$ cat src/rtl/pix_ser_pkg.sv
package pix_ser_pkg;
  localparam logic [2:0] SZ_CODE_24 = 3'd5;

  function automatic logic [2:0] clamp_size(input logic [2:0] code);
    return (code > SZ_CODE_24) ? SZ_CODE_24 : code;
  endfunction
endpackage

$ cat src/rtl/pix_pos_counter.sv
module pix_pos_counter #(
  parameter int IDX_W = 5
) (
  input  logic             clk,
  input  logic             rst_n,
  input  logic             clear,
  input  logic             adv_i,
  input  logic [IDX_W-1:0] last_i,
  output logic [IDX_W-1:0] idx_o,
  output logic             wrap_o
);
  assign wrap_o = (idx_o == last_i);

  always_ff @(posedge clk or negedge rst_n) begin
    if (!rst_n)      idx_o <= '0;
    else if (clear)  idx_o <= '0;
    else if (adv_i)  idx_o <= wrap_o ? '0 : idx_o + 1'b1;
  end

  // position never runs past the last pixel of a word
  assert_idx_in_word_R5: assert property (@(posedge clk) disable iff (!rst_n || clear)
    idx_o <= last_i);
endmodule

$ cat src/rtl/pix_field_extract.sv
module pix_field_extract #(
  parameter int WORD_W  = 32,
  parameter int PIX_W   = 24,
  parameter int IDX_W   = 5,
  parameter int N_FIELD = 5
) (
  input  logic [WORD_W-1:0] word_i,
  input  logic [2:0]        size_i,
  input  logic              big_endian_i,
  input  logic [IDX_W-1:0]  idx_i,
  output logic [PIX_W-1:0]  pix_o
);
  logic [N_FIELD-1:0][PIX_W-1:0] cand;

  for (genvar g = 0; g < N_FIELD; g++) begin : g_fld
    localparam int FW = 1 << g;
    logic [31:0]       amt;
    logic [WORD_W-1:0] sh;
    assign amt = big_endian_i
               ? 32'(WORD_W) - (32'(idx_i) + 32'd1) * 32'(FW)
               : 32'(idx_i) * 32'(FW);
    assign sh = word_i >> amt;
    assign cand[g] = PIX_W'(sh[FW-1:0]);
  end

  always_comb begin
    pix_o = '0;
    for (int i = 0; i < N_FIELD; i++)
      if (32'(size_i) == i) pix_o = cand[i];
  end
endmodule

$ cat src/rtl/pix_pack24_unit.sv
module pix_pack24_unit #(
  parameter int WORD_W = 32,
  parameter int PIX_W  = 24
) (
  input  logic              clk,
  input  logic              rst_n,
  input  logic              clear,
  input  logic              fire_i,
  input  logic              big_endian_i,
  input  logic [WORD_W-1:0] word_i,
  output logic [1:0]        phase_o,
  output logic [PIX_W-1:0]  pix_o
);
  localparam int NB = WORD_W / 8;

  logic [7:0] s [NB];
  logic [7:0] c [3];
  logic [7:0] p0, p1, p2;

  for (genvar i = 0; i < NB; i++) begin : g_byte
    assign s[i] = big_endian_i ? word_i[WORD_W-1-8*i -: 8] : word_i[8*i +: 8];
  end

  always_comb begin
    unique case (phase_o)
      2'd0:    begin p0 = s[0]; p1 = s[1]; p2 = s[2]; end
      2'd1:    begin p0 = c[0]; p1 = s[0]; p2 = s[1]; end
      2'd2:    begin p0 = c[0]; p1 = c[1]; p2 = s[0]; end
      default: begin p0 = c[0]; p1 = c[1]; p2 = c[2]; end
    endcase
    pix_o = big_endian_i ? PIX_W'({p0, p1, p2}) : PIX_W'({p2, p1, p0});
  end

  always_ff @(posedge clk or negedge rst_n) begin
    if (!rst_n) begin
      phase_o <= 2'd0;
      c[0] <= '0; c[1] <= '0; c[2] <= '0;
    end else if (clear) begin
      phase_o <= 2'd0;
      c[0] <= '0; c[1] <= '0; c[2] <= '0;
    end else if (fire_i) begin
      phase_o <= phase_o + 2'd1;
      unique case (phase_o)
        2'd0:    c[0] <= s[3];
        2'd1:    begin c[0] <= s[2]; c[1] <= s[3]; end
        2'd2:    begin c[0] <= s[1]; c[1] <= s[2]; c[2] <= s[3]; end
        default: ;
      endcase
    end
  end
endmodule

$ cat src/rtl/lcd_pix_serializer.sv
module lcd_pix_serializer
  import pix_ser_pkg::*;
#(
  parameter int WORD_W = 32,
  parameter int PIX_W  = 24
) (
  input  logic              clk,
  input  logic              rst_n,
  input  logic              clear,
  input  logic [2:0]        cfg_size,
  input  logic              cfg_big_endian,
  input  logic              cfg_packed,
  input  logic [WORD_W-1:0] fifo_data,
  input  logic              fifo_empty,
  output logic              fifo_rd,
  output logic              pix_valid,
  input  logic              pix_ready,
  output logic [PIX_W-1:0]  pix_data
);
  localparam int IDX_W   = $clog2(WORD_W);
  localparam int N_FIELD = $clog2(WORD_W);

  logic [2:0]       size_c;
  logic             is24, packed24, fire, wrap;
  logic [IDX_W-1:0] last_idx, idx;
  logic [1:0]       phase;
  logic [PIX_W-1:0] fld_pix, pk_pix;

  assign size_c   = clamp_size(cfg_size);
  assign is24     = (size_c == SZ_CODE_24);
  assign packed24 = is24 && cfg_packed;
  assign last_idx = is24 ? '0 : IDX_W'((32'(WORD_W) >> size_c) - 32'd1);

  assign pix_valid = (packed24 && phase == 2'd3) || !fifo_empty;
  assign fire      = pix_valid && pix_ready;
  assign fifo_rd   = fire && (packed24 ? (phase != 2'd3) : (is24 || wrap));

  pix_pos_counter #(.IDX_W(IDX_W)) u_pos (
    .clk(clk), .rst_n(rst_n), .clear(clear),
    .adv_i(fire && !is24), .last_i(last_idx),
    .idx_o(idx), .wrap_o(wrap)
  );

  pix_field_extract #(.WORD_W(WORD_W), .PIX_W(PIX_W), .IDX_W(IDX_W), .N_FIELD(N_FIELD)) u_fld (
    .word_i(fifo_data), .size_i(size_c), .big_endian_i(cfg_big_endian),
    .idx_i(idx), .pix_o(fld_pix)
  );

  pix_pack24_unit #(.WORD_W(WORD_W), .PIX_W(PIX_W)) u_pk (
    .clk(clk), .rst_n(rst_n), .clear(clear),
    .fire_i(fire && packed24), .big_endian_i(cfg_big_endian),
    .word_i(fifo_data), .phase_o(phase), .pix_o(pk_pix)
  );

  always_comb begin
    if (packed24)  pix_data = pk_pix;
    else if (is24) pix_data = PIX_W'(fifo_data[23:0]);
    else           pix_data = fld_pix;
  end

  assert_pop_nonempty_R5: assert property (@(posedge clk) disable iff (!rst_n)
    fifo_rd |-> !fifo_empty);

  assert_stall_hold_R9: assert property (@(posedge clk) disable iff (!rst_n || clear)
    (pix_valid && !pix_ready) |=> (pix_valid && $stable(pix_data)));

  assert_zero_ext_R4: assert property (@(posedge clk) disable iff (!rst_n)
    (pix_valid && !is24) |-> ((32'(pix_data) >> (32'd1 << size_c)) == 32'd0));

  // after the third word of a packed group is popped, held bytes give the next pixel
  assert_held_pixel_R7: assert property (@(posedge clk) disable iff (!rst_n || clear)
    (packed24 && fifo_rd && phase == 2'd2) |=> pix_valid);
endmodule

$ cat config.mk
export PLATFORM = sky130hd
export DESIGN_NAME = lcd_pix_serializer
export DESIGN_NICKNAME = d
export VERILOG_FILES = /design/src/rtl/pix_ser_pkg.sv /design/src/rtl/pix_pos_counter.sv /design/src/rtl/pix_field_extract.sv /design/src/rtl/pix_pack24_unit.sv /design/src/rtl/lcd_pix_serializer.sv
export SDC_FILE = /design/constraint.sdc
export NUM_CORES = 1
export LEC_CHECK = 0
export ABC_AREA = 1
export BUFFER_PORTS_ARGS = -buffer_cell sky130_fd_sc_hd__buf_2
export CAP_MARGIN = 20
export CORE_MARGIN = 2
export CORE_UTILIZATION = 25
export DETAILED_ROUTE_END_ITERATION = 10
export SLEW_MARGIN = 20
export SYNTH_ARGS = -nofsm -noshare
export SYNTH_HDL_FRONTEND = slang
export SYNTH_SLANG_ARGS = --single-unit
export TNS_END_PERCENT = 20
$ cat constraint.sdc
create_clock -name clk -period 2.6 [get_ports clk]
set_clock_uncertainty 0.1 [all_clocks]
set_input_delay 0.26 -clock clk [delete_from_list [all_inputs] [get_ports clk]]
set_output_delay 0.26 -clock clk [all_outputs]
set_load 0.1 [all_outputs]
# Yosys cells after proc, flatten, opt, wreduce, memory -nomap -nowiden
# Index checks and enable logic that the tools add are counted.
# totals
register_bits	31
latchBits	0
mem_bits_rw	0
rom_bits	0
output_inout_bits	26
wordCells	84
memories	0
# op_classes
add_sub_neg	9
multipliers	0
n_div	0
n_lt_le_gt_ge	1
n_eq_ne	10
shift	6
mux	33
bitwise	0
reduce_logical	20
# op_table
operator	n
$mux 32	5
$sub 6x32->32 const A	4
$mux 24	5
$mux 8	7
$pmux 8 s3	2
$pmux 8 s2	2
$shr 32x32->1	1
$shr 32x32->16	1
$shr 32x32->2	1
$shr 32x32->4	1
$shr 32x32->8	1
$mux 5	4
$mux 16	1
$sub 6x6->7 const A	1
$add 5x1->6 const B	1
$eq 3x2->1 const B	2
$eq 3x3->1 const B	2
$logic_and 1x1->1	6
$mux 2	3
$reduce_and 2->1	3
$reduce_bool 2->1	3
$shr 6x3->5 const A	1
$add 5x1->5 const B	1
$eq 5x5->1	1
other kinds (16)	20

# Depth between registers and ports, before layout
# Gate-level depths: netlist of run 1.
# depth
depth_word	11
mapped_depth	19
depth_no_buf	19

# Modules after synthesis
# From an unflattened synthesis of run 1, not the netlist that was laid out.
# hier_totals
hier_cells	1000
hier_area_um2	5514.0
# by_module_without_submodules
module	instances	cells_per_inst	area_per_inst_um2	seq_area_each_um2
pix_pack24_unit	1	451	2618.8	650.6
pix_field_extract	1	364	1885.6	0.0
lcd_pix_serializer	1	133	656.9	0.0
pix_pos_counter	1	52	352.8	125.1

# Worst setup path after synthesis of run 1
# No wires, ideal clock.
# synth_timing
path_type	register to output
start	register u_pos.idx_o[1]
end	output port pix_data[6]
arrival_ps	4328
required_time_ps	2240
slack_ps	-2088
stages_incl_launch_ff	18
n_path_buf	1
cell_sequence	dfrtp_1 > ha_1 > nand2_1 > nand2_1 > nand2_1 > inv_1 > nand2_1 > a21oi_1 > ha_1 > nor3b_1 > nand3_1 > o21ai_0 > and2_1 > buf_2 > nand2_1 > nand2_1 > a21oi_1 > o21ai_0
# synth_via
elab_chain_len	8
elab_cells_between_ends	11
classes_between	3 x add/sub; 2 x shift; 6 x mux
# synth_rtl
element	line_no	text
from (decl)	pix_pos_counter.sv:9	output logic [IDX_W-1:0] idx_o,
from (signal assigned)	pix_pos_counter.sv:17	else if (adv_i) idx_o <= wrap_o ? '0 : idx_o + 1'b1;
$add 5x1->6	pix_field_extract.sv:20	? 32'(WORD_W) - (32'(idx_i) + 32'd1) * 32'(FW)
$sub 6x32->32	pix_field_extract.sv:20	
$mux 32	pix_field_extract.sv:20	
$shr 32x32->8	pix_field_extract.sv:22	assign sh = word_i >> amt;
$mux 8	pix_field_extract.sv:29	if (32'(size_i) == i) pix_o = cand[i];
$mux 16 (*)	pix_field_extract.sv:29	
$mux 24 (*)	lcd_pix_serializer.sv:57	else if (is24) pix_data = PIX_W'(fifo_data[23:0]);
$mux 24 (*)	lcd_pix_serializer.sv:56	if (packed24) pix_data = pk_pix;
to (decl)	lcd_pix_serializer.sv:18	output logic [PIX_W-1:0] pix_data
# Every way passes the cells marked *; elsewhere a longest branch is shown, timed or not.

# Worst setup path after layout of run 1
# Same ends and word-level chain as after synthesis.

==> metrics.md, run 1 <==
| Metric | Value |
|---|---|
| Status | `finished with violations` |
| Failing checks | `negative setup slack` |
| Unrepaired setup endpoints after global routing | `yes` |
| Syn Nets | `843` |
| Die X | `139 um` |
| TritonCTS clock tree | `built` |
| Design Power | `3.96 mW` |
| Post-Syn Area | `4580 um2` |
| DR iter-0 viols | `549` |
| Final max-slew violation count | `0` |
| Core area | `18,000 um2` |
| Syn Inst Count | `781` |
| Via density per instance | `5.32` |
| Highest clock rate | `0.311 GHz` |
| Seq cells post-synth | `31` |
| Die Span Y | `139 um` |
| Sequential area share after synthesis | `16.9%` |
| Mux cell area share after synthesis | `2.43%` |
| Total GRT Usage | `19.5%` |
| Initial Util | `25.5%` |
| Pin count of the biggest net entering global routing | `46` |
| Vias | `6,132` |
| Startpoint Class | `flop` |
| Ports | `68` |
| H-tree levels | `2` |
| WS Path Type | `reg -> out` |
| Top cells by area, synth | `dfrtp_1, nand2_1, o21ai_0` |
| CTS Buf Count | `5` |
| Ys Warns | `0` |
| Max-Cap Viols | `0` |
| Area growth, synth to finish | `49.6%` |
| CP endpoint kind | `output port` |
| Critical Path AT | `2.86 ns` |
| GP Congestion | `0.944` |
| Worst hold margin | `0.299 ns` |
| Synth Area in Adders | `5.46%` |
| Worst-margin pin slew | `0.719 ns` |
| WL final | `19,600 um` |
| Endpoints failing hold | `0` |
| Netlist cell types | `47` |
| Tcrit/Tclk final | `124%` |
| Detailed-route wire length per cell | `17.1 um` |
| Final min period | `3.22 ns` |
| I/O Buffers | `67` |
| Dpl hpwl | `15,500 um` |
| Routed Antenna Nets | `0` |
| Setup violators final | `16` |
| Post-Synth XOR/XNOR Area | `0.765%` |
| Bufs and invs on worst path | `3` |
| CTS clk-pin slew, worst paths | `0.05 ns` |
| Global-route wire length before repair | `30,900 um` |
| Leakage | `3.21 nW` |
| Main combinational cell family by area after synthesis | `simple AND/OR/NAND/NOR gates` |
| Area leader, netlist | `dfrtp_1` |
| Max Buffers Root-to-Sink | `2` |
| Hold Path Class | `in -> reg` |
| DRC | `0` |
| CP delay by family, top | `simple AND/OR/NAND/NOR gates` |
| Synth top area share | `16.9%` |
| GRT overflow | `0` |
| Die Footprint | `19,400 um2` |
| First-pass DRT Iterations | `5` |
| Rows | `49` |
| Clock Sinks | `31` |
| Setup ws final | `-0.619 ns` |
| Required time of the critical path | `2.24 ns` |
| Slowest cell on crit path | `dfrtp_2` |
| Worst-skew pair later-pin latency | `0.28 ns` |
| Final net count | `984` |
| Highest cell delay on the worst timing path | `0.46 ns` |
| Vias in the first global route | `5,919` |
| Power Density | `578 nW/um2` |
| ANT cells | `0` |
| CP cell instances | `ha_4, inv_2, nand2_2, nand2_4, buf_6, a21oi_2, ha_1, nor3b_2, nand3_1, o21ai_2, and2_4, nand2_2, nand2_2, a21oi_2, o21ai_4, buf_12` |
| Setup TNS | `-8.80 ns` |
| Layout cells sized above 1 | `31.9%` |
| Most used cell, CP | `nand2_2` |
| Worst relative slew slack | `52.1%` |
| Synthesized area per cell | `5.86 um2` |
| Critical-path maximum fanout | `6` |
| Simple-Gate Fraction of Synth Area | `34.9%` |
| Antenna violations before repair | `0` |
| Root buffer cell | `clkbuf_16` |
| Compound-Gate Fraction of Synth Area | `28.9%` |
| Worst VDD drop | `0.321 mV` |
==> worst reg2reg max path: cells and delay by family (launching register included) <==
kind | cells | cell delay (ns)
compound gates | 1 | 0.41
fa+ha+maj | 1 | 0.25
buf+inv | 3 | 0.40
flops | 1 | 0.38
mux | 1 | 0.40
simple gates | 1 | 0.23
==> flip-flops by register name, summed over array words and instances, names as in the netlist <==
signal,count
u_pos.idx_o,5
u_pk.c,24
u_pk.phase_o,2
==> routing by layer <==
layer | GRT usage [%] | vias to the layer above | routed length [um]
li1 | - | 2959 | -
met1 | 27.0 | 2866 | 8790
met2 | 31.6 | 274 | 9080
met3 | 3.23 | 33 | 1370
met4 | 5.16 | 0 | 412
met5 | 0 | - | 0
==> layout by cell type, fill, tap and decap left out, drive strengths merged, types with 4 or more instances in the layout <==
cell type  instances
nand4              5
o21ai            120
clkinv             4
o211ai            12
nand2            204
nor2              42
ha                20
dfrtp             31
o22ai             20
buf              173
inv               79
nand3             98
clkbuf             5
a21oi             57
o221ai             9
mux2               9
==> worst paths after layout <==
check | startpoint | slack [ns] | to | cells after the start
hold reg to reg | u_pk.c[8] | 0.42 | u_pk.c[8] | 1
max in group asynchronous | rst_n | 1.41 | u_pos.idx_o[2] | 2
setup reg to reg | u_pk.phase_o[0] | 0.33 | u_pk.c[13] | 7
min in group asynchronous | rst_n | 0.47 | u_pk.c[7] | 2
hold / removal | fifo_empty | 0.30 | u_pos.idx_o[1] | 5
setup / recovery | u_pos.idx_o[1] | -0.62 | pix_data[6] | 16
==> stage by stage <==
step	util, %	worst slack [ns]	area [um2]	instances
5_1_grt	38.1	-0.707	6850	1152
2_1_floorplan	-	-0.551	4770	781
4_1_cts	37.5	-0.566	6730	1148
6_report	38.1	-0.619	6850	1152
3_3_place_gp	35.4	-0.447	6350	1128
3_5_place_dp	35.4	-0.463	6350	1128
==> cell families after synthesis <==
family          after synthesis
fa+ha+maj                    20
compound gates              232
mux                          10
simple gates                361
flops                        31
buf+inv                     123
xor+xnor                      4
==> synthesized netlist by cell type, drive strengths merged <==
| cell type | n |
|---|---|
| clkinv | 3 |
| o22ai | 20 |
| a21oi | 57 |
| o32a | 1 |
| a22oi | 2 |
| nand2 | 204 |
| nand3 | 98 |
| o221ai | 9 |
| o21ai | 120 |
| or2 | 2 |
| nand4 | 5 |
| xnor2 | 1 |
| a221oi | 1 |
| xor2 | 3 |
| ha | 20 |
| o21a | 3 |
| and3 | 1 |
| inv | 80 |
| mux2 | 9 |
| clkbuf | 25 |
| nor2 | 42 |
| nor3 | 3 |
| o2111ai | 1 |
| buf | 15 |
| a31oi | 2 |
| nand3b | 2 |
| o211ai | 12 |
| nor3b | 1 |
| and2 | 1 |
| nor4 | 2 |
| mux2i | 1 |
| dfrtp | 31 |
| o31a | 1 |
| a32oi | 3 |
==> report_power, final <==
group	leakage (nW)	switching, mW	internal, mW
Sequential	0.399	0.0643	0.583
Combinational	2.73	1.63	1.01
Clock	0.0838	0.228	0.451
Total	3.21	1.92	2.04
==> layout make-up <==
type | count | area, um2
inverters | 83 | 324
fillers | 1926 | 11100
multi-input cells | 627 | 3680
repair buffers | 174 | 1620
clock buffers | 5 | 125
clock inverters | 3 | 43.8
flip-flops and latches | 31 | 779
well taps | 229 | 287
==> what timing repair did <==
item	in CTS	in global routing
resized for setup	39	31
pin swaps	33	18
endpoints found under the setup margin	19	25
hold endpoints to repair	31	0
buffers inserted	11	4
cloned	0	0
hold buffers	1	0
No activity file was read; power rests on OpenSTA's default activity.
==> run 2: changes to the inputs <==
TNS_END_PERCENT = not set   (was 20)
clock period = 3.95 ns   (was 2.6 ns; I/O delays follow)
==> run 2 against run 1 <==
- global-route usage down 1.6 points
- wire length down 7.6%
- the flow now finishes without violations
- largest cell class unchanged
- sequential share of layout area up 2.6 points
- sequential cell count unchanged
- die area unchanged
- critical path type unchanged
==> metrics.md, run 2 (synthesis results as in run 1) <==
| Metric | Value |
|---|---|
| Layout cells sized above 1 | `16.3% (-16 points)` |
| H-tree levels | `2 (unchanged)` |
| Routed Antenna Nets | `0 (unchanged)` |
| Fin util | `31.2% (-7.0 points)` |
| Crit path from | `u_pos.idx_o[1]` |
| I/O Buffers | `67 (unchanged)` |
| Highest-count cells in the layout ignoring fill and taps | `nand2_1, o21ai_0, nand3_1` |
| GRT overflow | `0 (unchanged)` |
| Worst-skew pair later-pin latency | `0.28 ns (about the same)` |
| Fillers | `1,982 (+2.9%)` |
| Startpoint Class | `flop` |
| Max-Cap Viols | `0 (unchanged)` |
| First-pass DRT Iterations | `5 (unchanged)` |
| Post-route cell area | `5600 um2 (-18%)` |
| Highest clock rate | `0.273 GHz` |
| Status | `finished clean` |
| Total GRT Usage | `17.9% (-1.6 points)` |
| Critical Path AT | `3.16 ns (+0.30 ns)` |
| Detailed-route wire length per cell | `17.1 um (+0.53%)` |
| WL final | `18,200 um (-7.6%)` |
| Final min period | `3.66 ns` |
| Slowest cell on crit path | `dfrtp_2` |
| Commonest non-fill, non-tap cell in the layout | `nand2_1` |
| Vias | `5,687 (-7.3%)` |
| Largest registers | `u_pk.c (24), u_pos.idx_o (5), u_pk.phase_o (2)` |
| Initial Util | `25.5% (unchanged)` |
| Root buffer cell | `clkbuf_16` |
| Vias in the first global route | `5,152 (-13%)` |
| Tcrit/Tclk final | `92.6%` |
| Required time of the critical path | `3.45 ns (+1.21 ns)` |
| Reg2reg setup slack | `1.51 ns (+1.18 ns)` |
| Most used cell, CP | `nand2_1` |
| Ports | `68 (unchanged)` |
| Worst-margin pin slew | `0.742 ns (+0.0236 ns)` |
| WS Path Type | `reg -> out` |
| R2r startpoint | `u_pk.phase_o[0]` |
| Final std cells w/o fill | `1,059 (-8.1%)` |
| GP Congestion | `0.961 (+1.8%)` |
| R2R depth | `6 (-1)` |
| Leakage | `2.66 nW (-17%)` |
| CTS Buf Count | `5 (unchanged)` |
| Endpoints failing hold | `0 (unchanged)` |
| Worst relative slew slack | `50.5% (-1.6 points)` |
| DR iter-0 viols | `690 (+26%)` |
| ANT cells | `0 (unchanged)` |
| TritonCTS clock tree | `built` |
| Die Footprint | `19,400 um2 (unchanged)` |
| Pin count of the biggest net entering global routing | `50 (+8.7%)` |
| Power Density | `407 nW/um2 (-30%)` |
| Die X | `139 um (unchanged)` |
| Die Span Y | `139 um (unchanged)` |
| Core area | `18,000 um2 (unchanged)` |
| Biggest register | `u_pk.c` |
| Placed Cells | `1,048 (-7.1%)` |
| FF-to-FF End | `u_pk.c[14]` |
| CTS clk-pin slew, worst paths | `0.05 ns (about the same)` |
| Highest cell delay on the worst timing path | `0.45 ns (about the same)` |
| Area growth, synth to finish | `22.3%` |
| CP Capture Point | `pix_data[14]` |
| Via density per instance | `5.37 (+0.89%)` |
| CP cell instances | `ha_1, nand2_1, nand2_1, nand2_1, inv_1, nand2_1, nor2_1, ha_1, nor2_1, and3_1, nand2_1, nand2_2, nand2_2, a21oi_1, nor2_1, a21oi_2, buf_12` |
| DRC | `0 (unchanged)` |
| Final max-slew violation count | `0 (unchanged)` |
| Setup violators final | `0 (-16)` |
| Dpl hpwl | `14,400 um (-6.9%)` |
| Number of flip-flops in the largest register | `24 (unchanged)` |
| Clock Sinks | `31 (unchanged)` |
| Rows | `49 (unchanged)` |
| Hold_buf cts | `0 (-1)` |
| Final net count | `891 (-9.5%)` |
| Critical-path maximum fanout | `10 (+4)` |
| Max Buffers Root-to-Sink | `2 (unchanged)` |
| CP endpoint kind | `output port` |
| Worst VDD drop | `0.157 mV (-51%)` |
| Antenna violations before repair | `0 (unchanged)` |
| Hold Path Class | `in -> async` |
| DP Area | `5390 um2 (-15%)` |
| Global-route wire length before repair | `28,200 um (-8.5%)` |
| Unrepaired setup endpoints after global routing | `no` |
## run 2: final cells by class
| cell class | count | area, um2 | share of cell area (%) |
|---|---|---|---|
| timing repair buffer | 81 | 696 | 12.4 |
| tap | 229 | 287 | 5.12 |
| sequential | 31 | 781 | 13.9 |
| multi-input combinational | 627 | 3350 | 59.9 |
| clock inverter | 2 | 35.0 | 0.625 |
| inverter | 83 | 312 | 5.56 |
| clock buffer | 6 | 139 | 2.48 |
## run 2: where the power goes
part           switching [mW]  internal (mW)  leakage [nW]
logic                   0.965          0.435          2.18
registers              0.0382          0.384         0.398
clock network           0.145          0.313        0.0868
## run 2: how the worst min path moves through the flow
stage	from	end	slack [ns]	depth (start not counted)
after global routing	rst_n	u_pk.phase_o[1]	0.15	1
after global placement	u_pk.c[8]	u_pk.c[8]	0.39	1
after detailed placement	rst_n	u_pk.phase_o[1]	0.40	1
final	rst_n	u_pk.phase_o[1]	0.07	1
after CTS	rst_n	u_pk.phase_o[1]	0.10	1
after floorplan	rst_n	u_pk.c[0]	-0.0006	0
## run 2: worst max-delay path: cells and delay by family, from the launching register on
family                   cells  cell delay, ns
AO/OA/AOI/OAI                2            0.39
flip-flops                   1            0.45
buffers and inverters        2            0.31
adder cells (fa/ha/maj)      2            0.49
AND/OR/NAND/NOR             11            1.23
## run 2: per-layer routing
metal | part of all wire (%) | up-vias | routed length, um | GRT usage, %
li1 | - | 2774 | - | -
met1 | 44 | 2602 | 8040 | 24.4
met2 | 46 | 277 | 8410 | 28.9
met3 | 7.2 | 34 | 1310 | 3.30
met4 | 2.2 | 0 | 396 | 5.58
met5 | 0 | - | 0 | 0
## run 2: metrics by stage
step | hold slack, ns | total power [mW] | setup TNS, ns | setup WS (ns)
finish | 0.0736 | 2.28 | 0 | 0.293
global route | 0.151 | 2.42 | 0 | 0.0623
CTS | 0.100 | 2.25 | 0 | 0.0577
detailed placement | 0.399 | 1.78 | 0 | 0.379
global placement | 0.393 | 1.79 | 0 | 0.458
floorplan | -0.000591 | 1.40 | -0.116 | -0.116
## run 2: timing repair
item / in CTS / in global routing
endpoints found under the setup margin: 0 / 13
endpoints found under the hold margin: 0 / 0
setup buffers: 0 / 3
resized for setup: 0 / 8
==> run 3: changes to the inputs <==
CTS_BUF_LIST = sky130_fd_sc_hd__clkbuf_8   (was not set)
clock period = 4.34 ns   (was 3.95 ns; I/O delays follow)
==> run 3 against run 2 <==
- clock-buffer cell count down 1
- critical path type unchanged
- global-route usage up 1.6 points
- largest power group unchanged
- die area unchanged
- sequential share of layout area up 0.43 points
- register-to-register slack better by 0.11 ns
- sequential cell count unchanged
- power down 17%
- critical endpoint is now pix_data[9]
- final cell count down 0.66%
- via count up 1.5%
- first-iteration DRC count down 2.8%
- hold slack better by 0.035 ns
==> metrics.md, run 3 (synthesis results as in run 1) <==
| Metric | Value |
|---|---|
| Die X | `139 um (unchanged)` |
| Unrepaired setup endpoints after global routing | `no` |
| Initial Util | `25.5% (unchanged)` |
| Setup violators final | `0 (unchanged)` |
| Worst hold margin | `0.109 ns (+0.0351 ns)` |
| Root buffer cell | `clkbuf_8` |
| Ports | `68 (unchanged)` |
| Highest-count cells in the layout ignoring fill and taps | `nand2_1, o21ai_0, nand3_1` |
| Worst VDD drop | `0.165 mV (+5.2%)` |
| DR iter-0 viols | `671 (-2.8%)` |
| Core area | `18,000 um2 (unchanged)` |
| Endpoints failing hold | `0 (unchanged)` |
| Global-route wire length before repair | `30,000 um (+6.4%)` |
| Startpoint Class | `flop` |
| Die Footprint | `19,400 um2 (unchanged)` |
| Worst-skew pair later-pin latency | `0.32 ns (+0.04 ns)` |
| CP endpoint kind | `output port` |
| Final max-slew violation count | `0 (unchanged)` |
| Rows | `49 (unchanged)` |
| Via density per instance | `5.49 (+2.2%)` |
| H-tree levels | `2 (unchanged)` |
| Final min period | `4.01 ns` |
| I/O Buffers | `67 (unchanged)` |
| Detailed-route wire length per cell | `18.6 um (+8.4%)` |
| GRT overflow | `0 (unchanged)` |
| Number of flip-flops in the largest register | `24 (unchanged)` |
| Power Density | `351 nW/um2 (-14%)` |
| WS Path Type | `reg -> out` |
| ANT cells | `0 (unchanged)` |
| Routed Antenna Nets | `0 (unchanged)` |
| Die Span Y | `139 um (unchanged)` |
| CTS Buf Count | `5 (unchanged)` |
| First-pass DRT Iterations | `5 (unchanged)` |
| Antenna violations before repair | `0 (unchanged)` |
| Leakage | `2.59 nW (-2.9%)` |
| DP Area | `5320 um2 (-1.4%)` |
| Final net count | `884 (-0.79%)` |
| DRC | `0 (unchanged)` |
| Status | `finished clean` |
| Area of the multi-input gates | `3320 um2 (-1.0%)` |
| Biggest register | `u_pk.c` |
| Largest registers | `u_pk.c (24), u_pos.idx_o (5), u_pk.phase_o (2)` |
| Post-route cell area | `5410 um2 (-3.5%)` |
| Setup ws final | `0.330 ns (+0.0375 ns)` |
| Pin count of the biggest net entering global routing | `64 (+28%)` |
| Commonest non-fill, non-tap cell in the layout | `nand2_1` |
| Layout cells sized above 1 | `14.1% (-2.2 points)` |
| Highest clock rate | `0.249 GHz` |
| Fillers | `2,049 (+3.4%)` |
| Critical Path AT | `3.48 ns (+0.32 ns)` |
| TritonCTS clock tree | `built` |
| Dpl ws | `0.607 ns (+0.228 ns)` |
| WL final | `19,600 um (+7.7%)` |
| Max-Cap Viols | `0 (unchanged)` |
| Area growth, synth to finish | `18.1%` |
| Vias in the first global route | `5,236 (+1.6%)` |
| Tcrit/Tclk final | `92.4%` |
| Hold Path Class | `in -> async` |
| CTS clk-pin slew, worst paths | `0.08 ns (+0.03 ns)` |
| Hold_buf cts | `0 (unchanged)` |
| Post-CTS Setup Repair Bufs | `0 (unchanged)` |
| Worst-margin pin slew | `0.941 ns (+0.198 ns)` |
| Design Power | `1.90 mW (-17%)` |
| Critical-path maximum fanout | `10 (unchanged)` |
| Clock Sinks | `31 (unchanged)` |
| Vias | `5,773 (+1.5%)` |
| Worst relative slew slack | `36.8% (-14 points)` |
| Max Buffers Root-to-Sink | `2 (unchanged)` |
| Required time of the critical path | `3.81 ns (+0.36 ns)` |
| Dpl hpwl | `14,900 um (+3.5%)` |
| GP Congestion | `1.01 (+4.6%)` |
| Reg area | `777 um2 (-0.48%)` |
| Total GRT Usage | `19.5% (+1.6 points)` |
| Setup TNS | `0 ns (unchanged)` |
[run 3: path summary, 6_finish.rpt]
check	start	endpoint	slack, ns	depth (start not counted)
max	u_pos.idx_o[1]	pix_data[9]	0.33	17
min	rst_n	u_pk.c[8]	0.11	1
max reg2reg	u_pk.phase_o[0]	u_pk.c[11]	1.62	6
min reg2reg	u_pk.c[13]	u_pk.c[13]	0.41	1
max in group asynchronous	rst_n	u_pos.idx_o[0]	3.46	1
min in group clk	u_pk.c[13]	u_pk.c[13]	0.41	1
[run 3: worst max-delay path, stage by stage, from the launching register on]
cell and delay, ns:
dfrtp_1 0.51, ha_1 0.26, inv_1 0.06, nand2_1 0.05, nand2_1 0.15, a21oi_1 0.18, inv_1 0.06, nor2_1 0.12
ha_1 0.24, nor2_1 0.09, and3_1 0.14, nand2_1 0.06, nand2_2 0.24, nand2_2 0.21, a21oi_1 0.18, nor2_1 0.05
a21oi_1 0.32, buf_12 0.23
[run 3: area by class of cell]
class | instances | area share (%)
sequential | 31 | 14.4
clock inverter | 3 | 0.301
inverter | 83 | 5.76
clock buffer | 5 | 1.27
multi-input combinational | 627 | 61.4
tap | 229 | 5.30
timing repair buffer | 74 | 11.6
[run 3: routing by layer]
metal | GRT usage [%] | vias up | part of all wire (%)
met4 | 5.90 | 0 | 2.4
li1 | - | 2769 | -
met5 | 0 | - | 0
met3 | 2.89 | 37 | 9.5
met2 | 30.8 | 341 | 45
met1 | 27.6 | 2626 | 44
[run 3: report_power, final]
group	total [mW]	internal (mW)	switching (mW)
sequential	0.383	0.347	0.0351
clock	0.250	0.110	0.140
combinational	1.27	0.381	0.886
total	1.90	0.839	1.06
[run 3: per-stage QoR]
stage | std cells | utilization (%)
6_report | 1052 | 30.1
4_1_cts | 1052 | 30.1
3_5_place_dp | 1044 | 29.6
5_1_grt | 1052 | 30.1
3_3_place_gp | 1044 | 29.6
2_1_floorplan | 781 | -
[run 3: what timing repair did]
action | CTS | global route
setup endpoints to repair | 0 | 4
endpoints found under the hold margin | 0 | 0
resized for setup | 0 | 2
